<file path="src/rtl/rx_status_reg.sv">
`timescale 1ns/100ps
module rx_status_reg #(
  parameter int SLOT_W = 5,
  parameter int RD_W   = 4
) (
  input  logic              clk,
  input  logic              rst_n,
  input  logic              evt_data,
  input  logic              evt_last_slot,
  input  logic              evt_frame,
  input  logic              evt_clk_fail,
  input  logic              evt_sync_err,
  input  logic              evt_overrun,
  input  logic [SLOT_W-1:0] slot_num,
  input  logic              slot_start,
  input  logic              port_rd,
  input  logic [RD_W-1:0]   rx_count,
  input  logic              reg_wr,
  input  logic              reg_addr,
  input  logic [31:0]       reg_wdata,
  output logic [31:0]       reg_rdata,
  output logic              rx_int,
  output logic              dma_req
);
  localparam logic [7:0]      FLAG_MASK = 8'hF7;
  localparam logic [RD_W-1:0] CNT_MAX   = '1;

  logic [7:0]      flags, en, set_v, clr_v;
  logic [RD_W-1:0] rd_cnt, rd_eff;
  logic            rd_over, collide, collide_q, err;
  logic            unused_bits;

  assign unused_bits = ^{reg_wdata[31:8], slot_num[SLOT_W-1:1]};

  assign rd_eff  = slot_start ? '0 : rd_cnt;
  assign rd_over = port_rd && (rd_eff >= rx_count);

  always_ff @(posedge clk) begin
    if (!rst_n)
      rd_cnt <= '0;
    else if (port_rd && rd_eff != CNT_MAX)
      rd_cnt <= rd_eff + 1'b1;
    else
      rd_cnt <= rd_eff;
  end

  assign set_v = {rd_over, evt_frame, evt_data, evt_data & evt_last_slot,
                  1'b0, evt_clk_fail, evt_sync_err, evt_overrun};
  assign clr_v = (reg_wr && !reg_addr) ? (reg_wdata[7:0] & FLAG_MASK) : 8'h00;
  assign collide = |(set_v & clr_v & en);

  always_ff @(posedge clk) begin
    if (!rst_n) begin
      flags     <= 8'h00;
      en        <= 8'h00;
      collide_q <= 1'b0;
      dma_req   <= 1'b0;
    end else begin
      flags     <= (flags & ~clr_v) | set_v;
      if (reg_wr && reg_addr)
        en      <= reg_wdata[7:0] & FLAG_MASK;
      collide_q <= collide;
      dma_req   <= evt_data;
    end
  end

  assign err       = flags[0] | flags[1] | flags[2] | flags[7];
  assign reg_rdata = reg_addr ? {24'h0, en}
                              : {23'h0, err, flags[7:4], ~slot_num[0], flags[2:0]};
  assign rx_int    = (|(flags & en)) && !collide_q;


  set_wins_chk: assert property (@(posedge clk) disable iff (!rst_n)
    (|(set_v & clr_v)) |=> (($past(set_v) & ~flags) == 8'h00));


  sticky_hold_chk: assert property (@(posedge clk) disable iff (!rst_n)
    1'b1 |=> (($past(flags & ~clr_v) & ~flags) == 8'h00));


  last_with_data_chk: assert property (@(posedge clk) disable iff (!rst_n)
    $rose(flags[4]) |-> flags[5]);


  int_gap_chk: assert property (@(posedge clk) disable iff (!rst_n)
    collide |=> !rx_int);


  dma_pulse_chk: assert property (@(posedge clk) disable iff (!rst_n)
    evt_data |=> dma_req);


  dma_quiet_chk: assert property (@(posedge clk) disable iff (!rst_n)
    !evt_data |=> !dma_req);


  first_read_zero_chk: assert property (@(posedge clk) disable iff (!rst_n)
    (port_rd && slot_start && rx_count == '0) |=> flags[7]);
endmodule

</file>
<file path="config.mk">
export PLATFORM = sky130hd
export DESIGN_NAME = rx_status_reg
export DESIGN_NICKNAME = d
export VERILOG_FILES = /design/src/rtl/rx_status_reg.sv
export SDC_FILE = /design/constraint.sdc
export NUM_CORES = 1
export LEC_CHECK = 0
export BUFFER_PORTS_ARGS = -buffer_cell sky130_fd_sc_hd__buf_2
export CORE_UTILIZATION = 44
export DETAILED_ROUTE_END_ITERATION = 8
export GPL_ROUTABILITY_DRIVEN = 0
export PLACE_DENSITY = 0.81
export SLEW_MARGIN = 10
export SYNTH_ARGS = -nofsm -noshare
export SYNTH_HDL_FRONTEND = slang
export SYNTH_SLANG_ARGS = --single-unit
</file>
<file path="constraint.sdc">
create_clock -name clk -period 3.45 [get_ports clk]
set_clock_uncertainty 0.2 [all_clocks]
set_input_delay 0.345 -clock clk [delete_from_list [all_inputs] [get_ports clk]]
set_output_delay 0.345 -clock clk [all_outputs]
set_load 0.05 [all_outputs]
</file>
==> results.md, run 1 <==
* Ratio of cells with drive above 1 in the final layout at 27.07%
* Terminus of the critical flop-to-flop path: collide_q$_SDFF_PN0_
* Top-count cell post-synth: buf_4
* P_leak at 0.6501 nW
* Maximum root-to-sink buffer count at 2
* CTS tree: yes
* Antenna-violating nets left at 0
* Synth warnings at 0
* Global route overflow at 0
* Crit-path max FO at 4
* Setup TNS at 0 ns
* Mux cell area share after synthesis at 6.934%
* Critical Path RT at 3.46 ns
* Later-pin clock latency in the skew report at 0.30 ns
* Hold-critical path endpoint: flags[6]$_SDFF_PN0_
* Core box area at 2758 µm²
* Root buffer cell: clkbuf_4
* Synthesis-stage register bit count at 20
* Final Hold Fails at 0
* Top cells by area, synth: dfxtp_1, buf_4, mux2_2, nand2_1, nor2b_1
* Synthesized cell area at 1281 µm²
* Max VDD drop at 0.3687 mV
* Port bufs at 34
* Number of enable flip-flop cells after synthesis at 0
* Total Die Area at 3132 µm²
* Inserted Diodes at 0
* HP Start: evt_frame
* Initial core utilization at 46.46%
* Status: finished clean
* Register area share after synthesis at 31.25%
* Final WL at 2331 µm
* Unique masters post-synth at 39
* Resized Gates After CTS at 0
* Number of max-cap violations at 0
* Reg clk slew, reported paths at 0.12 ns
* Clk sink count at 20
* Peak Freq at 509.9 MHz
* Worst r2r src: rd_cnt[1]$_SDFF_PN0_
* Drt pass-1 iters at 5
* Row cnt at 19
* Initial antenna violation count at 0
* First-pass GRT wire length at 3967 µm
* DP Wirelength at 1727 µm
* Hold-fix buffers, CTS at 0
* Total Routing Usage GR at 15.75%
* Non-filler cells, final at 212
* Synth Area in Simple Gates at 21.97%
* Compound-Gate Fraction of Synth Area at 16.70%
* Cell Pwr Density at 432.1 nW/µm²
* Top-area cell type share of the netlist area at 31.25%
* Initial DRC Count at 27
* Post-CTS setup buffer count at 0
* R2R depth at 6
* Placed insts at 208
* Post-synthesis adder-cell area fraction at 3.906%
* Number of global-route vias before repair at 957
* Tcrit/Tclk final at 56.84%
* Count of pins over their slew limit at 0
* Crit Path Class: flop to flop
* Worst endpoint data arrival time at 1.97 ns
* Avg WL per Cell at 11.00 µm
* Vias per cell at 4.995
* Synthesized area per cell at 8.542 µm²
* Hold depth at 3
* # setup viols final at 0
* Die height at 55.96 µm
* Ys async rst share at 0%
* Die X at 55.96 µm
* Synth top cells by count: buf_4, dfxtp_1, nand2_1
* Worst reg2reg setup slack at 1.49 ns
* Cells after Synth at 150
* Clock period minus worst slack at 1.961 ns
* Io pins at 87
* Leading area contributor after synthesis: dfxtp_1
* Min-Delay Path Class: primary input to flop
* Total number of vias at 1059
* Synth Area in XOR/XNOR at 0.6836%
* Largest family of logic cells by synthesized area: simple AND/OR/NAND/NOR gates
* DRC viols at 0
* Startpoint types: flop
* Final #Nets at 239
* H-tree Lvls at 1
* Post-synth top flop: dfxtp_1
* Crit. End Element: flop
* CTS Buf Count at 3
* Largest net degree at the start of global routing at 21
* Unrepaired setup endpoints after global routing: no
* Layout area overhead at 9.473%
-- worst max-delay path by stage --
stage | endpoint | depth (start not counted) | from
3_5_place_dp | collide_q$_SDFF_PN0_ | 8 | slot_start
5_1_grt | collide_q$_SDFF_PN0_ | 6 | rd_cnt[1]$_SDFF_PN0_
6_report | collide_q$_SDFF_PN0_ | 6 | rd_cnt[1]$_SDFF_PN0_
2_1_floorplan | rx_int | 2 | flags[1]$_SDFF_PN0_
4_1_cts | collide_q$_SDFF_PN0_ | 6 | rd_cnt[1]$_SDFF_PN0_
3_3_place_gp | collide_q$_SDFF_PN0_ | 8 | slot_start
-- worst max-delay path, stage by stage, from the launching register on --
cell      delay, ns
dfxtp_1        0.32
nor2b_1        0.27
ha_1           0.29
a21o_1         0.15
a221oi_1       0.37
nor2_1         0.09
o21a_1         0.17
-- report_power, final --
group,internal (W),total (W),switching [W],leakage (nW)
Combinational,0.0000394,0.000163,0.000123,0.458
Clock,0.000117,0.000192,0.0000747,0.0279
Sequential,0.000242,0.000251,0.00000917,0.164
Total,0.000399,0.000606,0.000207,0.650
-- state kept, by name (all words and copies together) (netlist names) --
| signal | count |
|---|---|
| rd_cnt | 4 |
| en | 7 |
| collide_q | 1 |
| flags | 7 |
| dma_req | 1 |
-- layout make-up --
class,instances,area [µm²]
fill,260,1355
multi-input combinational,120,729.5
sequential,20,400.4
timing repair buffer,34,170.2
tap,31,38.79
clock inverter,1,30.03
clock buffer,3,22.52
inverter,3,11.26
-- metrics by stage --
stage	hold WS, ns	worst slack, ns	cell area (µm²)	utilization (%)	total power, W
after detailed placement	0.2891	1.307	1350	48.96	0.0004190
after global placement	0.2817	1.311	1350	48.96	0.0004179
after CTS	0.07151	1.472	1403	50.86	0.0006116
after global routing	0.08110	1.315	1403	50.86	0.0006311
after floorplan	0.2658	1.572	1364	-	0.0004098
final	0.08050	1.489	1403	50.86	0.0006060
-- layer usage --
layer  track usage [%]  wire length (µm)
met1             19.74              1073
met2             26.53              1100
met3             5.116               143
met4             3.136                13
met5                 0                 0
-- placed cells by master (no fill, tap or decap) --
master     count
buf_2         34
conb_1        23
nand2_1       20
dfxtp_1       20
nor2b_1       10
nand3_1       10
a21boi_0       8
mux2_2         7
a21oi_1        6
ha_1           4
nor2_1         3
inv_1          3
a22oi_1        3
a31oi_1        3
clkbuf_4       3
nand2b_1       2
and2_1         2
nor4_1         1
a222oi_1       1
nand2b_2       1
o21ai_2        1
mux2i_1        1
xnor2_1        1
nor2b_4        1
nand2_4        1
o21ai_0        1
or3_1          1
a21boi_1       1
a21o_1         1
nor3_1         1
a221oi_1       1
o22a_1         1
a32o_1         1
nand4_1        1
o2111ai_1      1
o21a_1         1
bufinv_16      1
-- kinds of logic (layout without fill, tap and decap cells) --
family                   after synthesis  in the layout
AND/OR/NAND/NOR                       54             54
buffers and inverters                 32             41
AO/OA/AOI/OAI                         30             30
flip-flops                            20             20
multiplexers                           8              8
adder cells (fa/ha/maj)                4              4
other                                  1             23
XOR/XNOR                               1              1
(Power assumes the default switching activity.)
==> run 2: changes to the inputs <==
ABC_AREA = 1   (was not set)
CORE_UTILIZATION = 37   (was 44)
PLACE_DENSITY = 0.73   (was 0.81)
clock period = 1.8 ns   (was 3.45 ns; I/O delays follow)
==> results.md, run 2 <==
* Crit Path Class: flop to primary output (was flop to flop)
* Vias per cell at 4.332 (was 4.995)
* Later-pin clock latency in the skew report at 0.30 ns (about the same)
* Crit. End Element: primary output (was flop)
* Top Metal Used: met4 (unchanged)
* Post-synth top flop: dfxtp_1 (unchanged)
* DP Wirelength at 2038 µm (was 1727 µm)
* Peak Freq at 591.5 MHz
* Synth warnings at 0 (unchanged)
* Drt pass-1 iters at 4 (was 5)
* Critical Path RT at 1.42 ns (was 3.46 ns)
* Startpoint types: flop (unchanged)
* Final #Nets at 303 (was 239)
* DRC viols at 0 (unchanged)
* Total Die Area at 3678 µm² (was 3132 µm²)
* Placed insts at 270 (was 208)
* Inserted Diodes at 0 (unchanged)
* CTS Buf Count at 3 (unchanged)
* Maximum root-to-sink buffer count at 2 (unchanged)
* Io pins at 87 (unchanged)
* Number of enable flip-flop cells after synthesis at 0 (unchanged)
* Top-area cell type share of the netlist area at 31.47% (was 31.25%)
* Reg clk slew, reported paths at 0.12 ns (about the same)
* Die X at 60.65 µm (was 55.96 µm)
* Avg WL per Cell at 9.536 µm (was 11.00 µm)
* Worst path max stage delay at 0.35 ns (was 0.37 ns)
* Synth top cells by count: nand2_1, inv_1, buf_4, nor2_1, dfxtp_1 (was buf_4, dfxtp_1, nand2_1)
* Synthesized cell area at 1272 µm² (was 1281 µm²)
* Final WL at 2756 µm (was 2331 µm)
* First-pass GRT wire length at 4353 µm (was 3967 µm)
* Ratio of cells with drive above 1 in the final layout at 19.59% (was 27.07%)
* Multi-input logic area at 659.4 µm² (was 729.5 µm²)
* P_leak at 0.8231 nW (was 0.6501 nW)
* Ys async rst share at 0% (unchanged)
* Max VDD drop at 0.3200 mV (was 0.3687 mV)
* Top-count cell post-synth: nand2_1 (was buf_4)
* Unique masters post-synth at 23 (was 39)
* Cell Pwr Density at 702.5 nW/µm² (was 432.1 nW/µm²)
* H-tree Lvls at 1 (unchanged)
* Biggest registers after layout: en (7), flags (7), rd_cnt (4) (unchanged)
* Slowest stage cell on the critical path: dfxtp_1 (was a221oi_1)
* Cells after Synth at 195 (was 150)
* Worst endpoint data arrival time at 1.31 ns (was 1.97 ns)
* CTS tree: yes (unchanged)
* # setup viols final at 0 (unchanged)
* Synthesis-stage register bit count at 20 (unchanged)
* Status: finished clean (unchanged)
* Total Routing Usage GR at 16.14% (was 15.75%)
* Initial DRC Count at 49 (was 27)
* Top cells by area, synth: dfxtp_1, buf_4, nand2_1, inv_1, nor2_1 (was dfxtp_1, buf_4, mux2_2, nand2_1, nor2b_1)
* Met2 Wirelength at 1310 µm (was 1100 µm)
* Met1 Wirelength at 1298 µm (was 1073 µm)
* Min-Delay Path Class: primary input to flop (unchanged)
* Most used cell, CP: nand2_1
* Final core area utilization at 50.44% (was 50.86%)
* Port bufs at 34 (unchanged)
* Fill cells at 348 (was 260)
* Global route overflow at 0 (unchanged)
* Most frequent cells in the layout: nand2_1, buf_2, inv_1, conb_1, nor2_1 (was buf_2, conb_1, nand2_1, dfxtp_1)
* Register area share after synthesis at 31.47% (was 31.25%)
* Crit-path max FO at 4 (unchanged)
* Commonest non-fill, non-tap cell in the layout: nand2_1 (was buf_2)
* Routed wl met3 at 136 µm (was 143 µm)
* Number of max-cap violations at 0 (unchanged)
* Clock period minus worst slack at 1.691 ns
* Count of pins over their slew limit at 0 (unchanged)
* Row cnt at 20 (was 19)
* Number of global-route vias before repair at 1056 (was 957)
* Clk sink count at 20 (unchanged)
* Tcrit/Tclk final at 93.93%
* Leading area contributor after synthesis: dfxtp_1 (unchanged)
* Layout area overhead at 24.98% (was 9.473%)
* Final Hold Fails at 0 (unchanged)
* Antenna-violating nets left at 0 (unchanged)
* Power, Total at 0.001117 W (was 0.0006060 W)
* Synthesized area per cell at 6.525 µm² (was 8.542 µm²)
* Total number of vias at 1252 (was 1059)
* Initial core utilization at 40.36% (was 46.46%)
* Non-filler cells, final at 289 (was 212)
* Die height at 60.65 µm (was 55.96 µm)
* Hold WS at 0.006176 ns (was 0.08050 ns)
* Critical-path cell list: nand2_1, nand2_1, a211oi_1, a21oi_1, buf_4 (was nor2b_1, ha_1, a21o_1, a221oi_1, nor2_1, o21a_1)
* Core box area at 3153 µm² (was 2758 µm²)
* Register area at 402.9 µm² (was 400.4 µm²)
* Largest net degree at the start of global routing at 18 (was 21)
* Root buffer cell: clkbuf_4 (unchanged)
* Initial antenna violation count at 0 (unchanged)
==> run 2: cell types whose count changed after synthesis, moves of 9 or more <==
| cell | delta |
|---|---|
| a21oi_1 | +9 |
| inv_1 | +22 |
| nand2_1 | +24 |
| nor2_1 | +20 |
| nor2b_1 | -10 |
| o21ai_0 | +16 |
==> run 2: worst max-delay path, delay by kind of cell, from the launching register on <==
family	cells	cell delay, ns
DFF	1	0.35
AOI/OAI and AO/OA	2	0.33
buffers and inverters	1	0.20
and+or+nand+nor	2	0.12
==> run 2: report_power, final <==
part / total, W / switching, W / internal [W] / leakage, nW
Sequential: 0.000488 / 0.0000192 / 0.000469 / 0.166
Combinational: 0.000364 / 0.000271 / 0.0000932 / 0.636
Clock: 0.000265 / 0.000142 / 0.000123 / 0.0210
==> run 2: cells by family (layout without fill, tap and decap cells) <==
| group | after synthesis | count (layout) | share of synthesized area (%) |
|---|---|---|---|
| AO/OA/AOI/OAI | 37 | 37 | 15.73 |
| AND/OR/NAND/NOR | 79 | 79 | 25.17 |
| flip-flops | 20 | 20 | 31.46 |
| buffers and inverters | 54 | 82 | 23.40 |
| other | 1 | 23 | 0.2947 |
| adder cells (fa/ha/maj) | 4 | 4 | 3.933 |
==> run 2: path summary, 6_finish.rpt <==
path,from,to,slack (ns),cells past startpoint
setup / recovery,en[1]$_SDFFE_PN0P_,rx_int,0.11,5
hold / removal,rst_n,dma_req$_SDFF_PN0_,0.006,3
setup reg to reg,rd_cnt[0]$_SDFF_PN0_,collide_q$_SDFF_PN0_,0.21,12
hold reg to reg,flags[7]$_SDFF_PN0_,flags[7]$_SDFF_PN0_,0.29,2
==> run 2: timing repair <==
item	4_1_cts	5_1_grt
endpoints found under the hold margin	17	0
setup endpoints to repair	0	3
resized for setup	0	5
buffers inserted	0	0
hold buffers	15	0
==> run 2: layer usage <==
layer	up-vias	track usage (%)
met5	-	0
li1	666	-
met4	0	1.948
met3	2	4.478
met2	39	28.73
met1	545	20.00
==> run 2: through the flow <==
step	worst slack (ns)	instance area (µm²)	setup TNS, ns
3_3_place_gp	0.1862	1396	0
4_1_cts	0.08728	1583	0
5_1_grt	-0.006865	1590	-0.01263
2_1_floorplan	0.08058	1355	0
6_report	0.1093	1590	0
3_5_place_dp	0.1839	1396	0
==> run 2: layout make-up <==
type | instances | area share, %
flip-flops and latches | 20 | 25.33
inverters | 28 | 6.688
repair buffers | 50 | 20.77
multi-input cells | 143 | 41.46
clock buffers | 4 | 2.282
well taps | 44 | 3.462
==> run 3: changes to the inputs <==
==> constraint.sdc (replaced) <==
create_clock -name clk -period 1.8 [get_ports clk]
set_clock_uncertainty 0.2 [all_clocks]
set_input_delay 0 -clock clk [delete_from_list [all_inputs] [get_ports clk]]
set_output_delay 0 -clock clk [all_outputs]
set_load 0.01 [all_outputs]
==> results.md, run 3 (same netlist as run 2, synthesis figures left out) <==
* Critical Path RT at 1.84 ns (was 1.42 ns)
* Max VDD drop at 0.2438 mV (was 0.3200 mV)
* Initial core utilization at 40.36% (unchanged)
* Hold-critical path endpoint: reg_rdata[3] (was dma_req$_SDFF_PN0_)
* Core box area at 3153 µm² (unchanged)
* Later-pin clock latency in the skew report at 0.30 ns (about the same)
* Final Hold Fails at 0 (unchanged)
* Largest net degree at the start of global routing at 18 (unchanged)
* Global route overflow at 0 (unchanged)
* Worst endpoint data arrival time at 1.65 ns (was 1.31 ns)
* Post-Place Setup Slack at 0.1775 ns (was 0.1839 ns)
* Placed inst area at 1389 µm² (was 1396 µm²)
* Clk sink count at 20 (unchanged)
* Critical-path cell list: inv_1, nor2_2, inv_2, ha_1, inv_1, nand2_1, nand2_1, nand3_2, nand2_1, nand2_2, nand3_1, a21oi_1 (was nand2_1, nand2_1, a211oi_1, a21oi_1, buf_4)
* CTS Buf Count at 3 (unchanged)
* Most used cell, CP: nand2_1 (unchanged)
* Psw at 0.0002911 W (was 0.0004313 W)
* Tcrit/Tclk final at 89.25% (was 93.93%)
* Count of pins over their slew limit at 0 (unchanged)
* Root buffer cell: clkbuf_4 (unchanged)
* Row cnt at 20 (unchanged)
* Peak Freq at 622.5 MHz (was 591.5 MHz)
* HP Start: slot_num[0] (was rst_n)
* Final core area utilization at 55.95% (was 50.44%)
* Vias per cell at 4.330 (was 4.332)
* Final #Nets at 320 (was 303)
* Commonest non-fill, non-tap cell in the layout: nand2_1 (unchanged)
* Layout area overhead at 38.64% (was 24.98%)
* First-pass GRT wire length at 4795 µm (was 4353 µm)
* R2R depth at 12 (unchanged)
* Fill cells at 325 (was 348)
* Reg clk slew, reported paths at 0.11 ns (was 0.12 ns)
* Slowest stage cell on the critical path: dfxtp_2 (was dfxtp_1)
* Number of buffers and inverters on the critical path at 3 (was 1)
* Final WL at 2879 µm (was 2756 µm)
* Crit. End Element: flop (was primary output)
* Worst reg2reg setup slack at 0.19 ns (was 0.21 ns)
* Startpoint types: flop (unchanged)
* Drt pass-1 iters at 4 (unchanged)
* Total Die Area at 3678 µm² (unchanged)
* DRC viols at 0 (unchanged)
* Gate power share at 25.0% (was 32.6%)
* Clk pwr share at 26.3% (was 23.7%)
* Internal at 0.0007114 W (was 0.0006858 W)
* Ratio of cells with drive above 1 in the final layout at 19.08% (was 19.59%)
* Non-filler cells, final at 306 (was 289)
* # setup viols final at 0 (unchanged)
* Number of max-cap violations at 0 (unchanged)
* Die X at 60.65 µm (unchanged)
* Total Routing Usage GR at 17.55% (was 16.14%)
* Maximum root-to-sink buffer count at 2 (unchanged)
* Inserted Diodes at 0 (unchanged)
* Cell Pwr Density at 568.3 nW/µm² (was 702.5 nW/µm²)
* Flop pwr share at 48.7% (was 43.7%)
* Crit-path max FO at 3 (was 4)
* P_leak at 0.9014 nW (was 0.8231 nW)
* Crit Path Class: flop to flop (was flop to primary output)
* Worst r2r src: rd_cnt[0]$_SDFF_PN0_ (unchanged)
* Terminus of the critical flop-to-flop path: collide_q$_SDFF_PN0_ (unchanged)
* H-tree Lvls at 1 (unchanged)
* Avg WL per Cell at 9.408 µm (was 9.536 µm)
* Worst path max stage delay at 0.34 ns (was 0.35 ns)
* CTS tree: yes (unchanged)
* Final worst slack at 0.1935 ns (was 0.1093 ns)
* Die height at 60.65 µm (unchanged)
* Port bufs at 34 (unchanged)
* Total number of vias at 1325 (was 1252)
* Sw Ratio at 29.04% (was 38.61%)
* Antenna-violating nets left at 0 (unchanged)
* Placed insts at 269 (was 270)
* Clock period minus worst slack at 1.606 ns (was 1.691 ns)
* Min-Delay Path Class: primary input to primary output (was primary input to flop)
* Initial antenna violation count at 0 (unchanged)
* Fin area at 1764 µm² (was 1590 µm²)
* Status: finished clean (unchanged)
* Hold depth at 3 (unchanged)
* Biggest registers after layout: en (7), flags (7), rd_cnt (4) (unchanged)
* Initial DRC Count at 55 (was 49)
* Number of global-route vias before repair at 1220 (was 1056)
* DP Wirelength at 2013 µm (was 2038 µm)
* Worst path top cell family by delay: simple AND/OR/NAND/NOR gates (was flip-flops)
* Most frequent cells in the layout: nand2_1, buf_2, dlygate4sd3_1, inv_1, conb_1 (was nand2_1, buf_2, inv_1, conb_1, nor2_1)
* Io pins at 87 (unchanged)
==> run 3: cell type report <==
type                            count  area, µm²  share of cell area [%]
Tap cell                           44      55.05                   3.121
Sequential cell                    20      401.6                   22.77
Clock buffer                        4      36.28                   2.057
Timing Repair Buffer               67      498.0                   28.23
Multi-Input combinational cell    143      666.9                   37.80
Inverter                           28      106.4                   6.028
==> run 3: layer usage <==
layer,track usage (%),part of all wire (%)
met5,0,0
met4,5.844,0.90
met3,2.559,4.7
met1,20.60,45
met2,32.50,49
==> run 3: timing repair <==
action,in CTS,in global routing
resized for setup,0,5
hold buffers,32,0
endpoints found under the setup margin,0,2
buffers inserted,0,1
endpoints found under the hold margin,20,0
==> run 3: worst max-delay path by stage <==
| stage | cells after the start | from | endpoint | slack, ns |
|---|---|---|---|---|
| after floorplan | 12 | rd_cnt[0]$_SDFF_PN0_ | collide_q$_SDFF_PN0_ | 0.31 |
| after global placement | 12 | rd_cnt[0]$_SDFF_PN0_ | collide_q$_SDFF_PN0_ | 0.19 |
| after detailed placement | 12 | rd_cnt[0]$_SDFF_PN0_ | collide_q$_SDFF_PN0_ | 0.18 |
| after CTS | 12 | rd_cnt[0]$_SDFF_PN0_ | collide_q$_SDFF_PN0_ | 0.15 |
| after global routing | 12 | rd_cnt[0]$_SDFF_PN0_ | collide_q$_SDFF_PN0_ | -0.01 |
| final | 12 | rd_cnt[0]$_SDFF_PN0_ | collide_q$_SDFF_PN0_ | 0.19 |
==> run 3: tightest hold or removal path: cells and delay by family <==
kind          cells  cell delay (ns)
buf+inv           2             0.19
simple gates      1             0.03
==> run 3: per-stage QoR <==
stage	TNS, ns	total power, W	hold WS [ns]
2_1_floorplan	0	0.0006516	-0.1571
3_3_place_gp	0	0.0006805	0.02163
3_5_place_dp	0	0.0006839	0.02461
4_1_cts	0	0.001004	0.01185
5_1_grt	-0.01034	0.001070	0.04396
6_report	0	0.001003	0.02395
==> run 3: power groups by stage <==
stage / Clock [W] / Combinational [W] / Sequential [W]
2_1_floorplan: 0 / 0.000159 / 0.000493
3_3_place_gp: 0 / 0.000184 / 0.000496
3_5_place_dp: 0 / 0.000187 / 0.000497
4_1_cts: 0.000271 / 0.000245 / 0.000487
5_1_grt: 0.000293 / 0.000285 / 0.000492
6_report: 0.000264 / 0.000251 / 0.000488
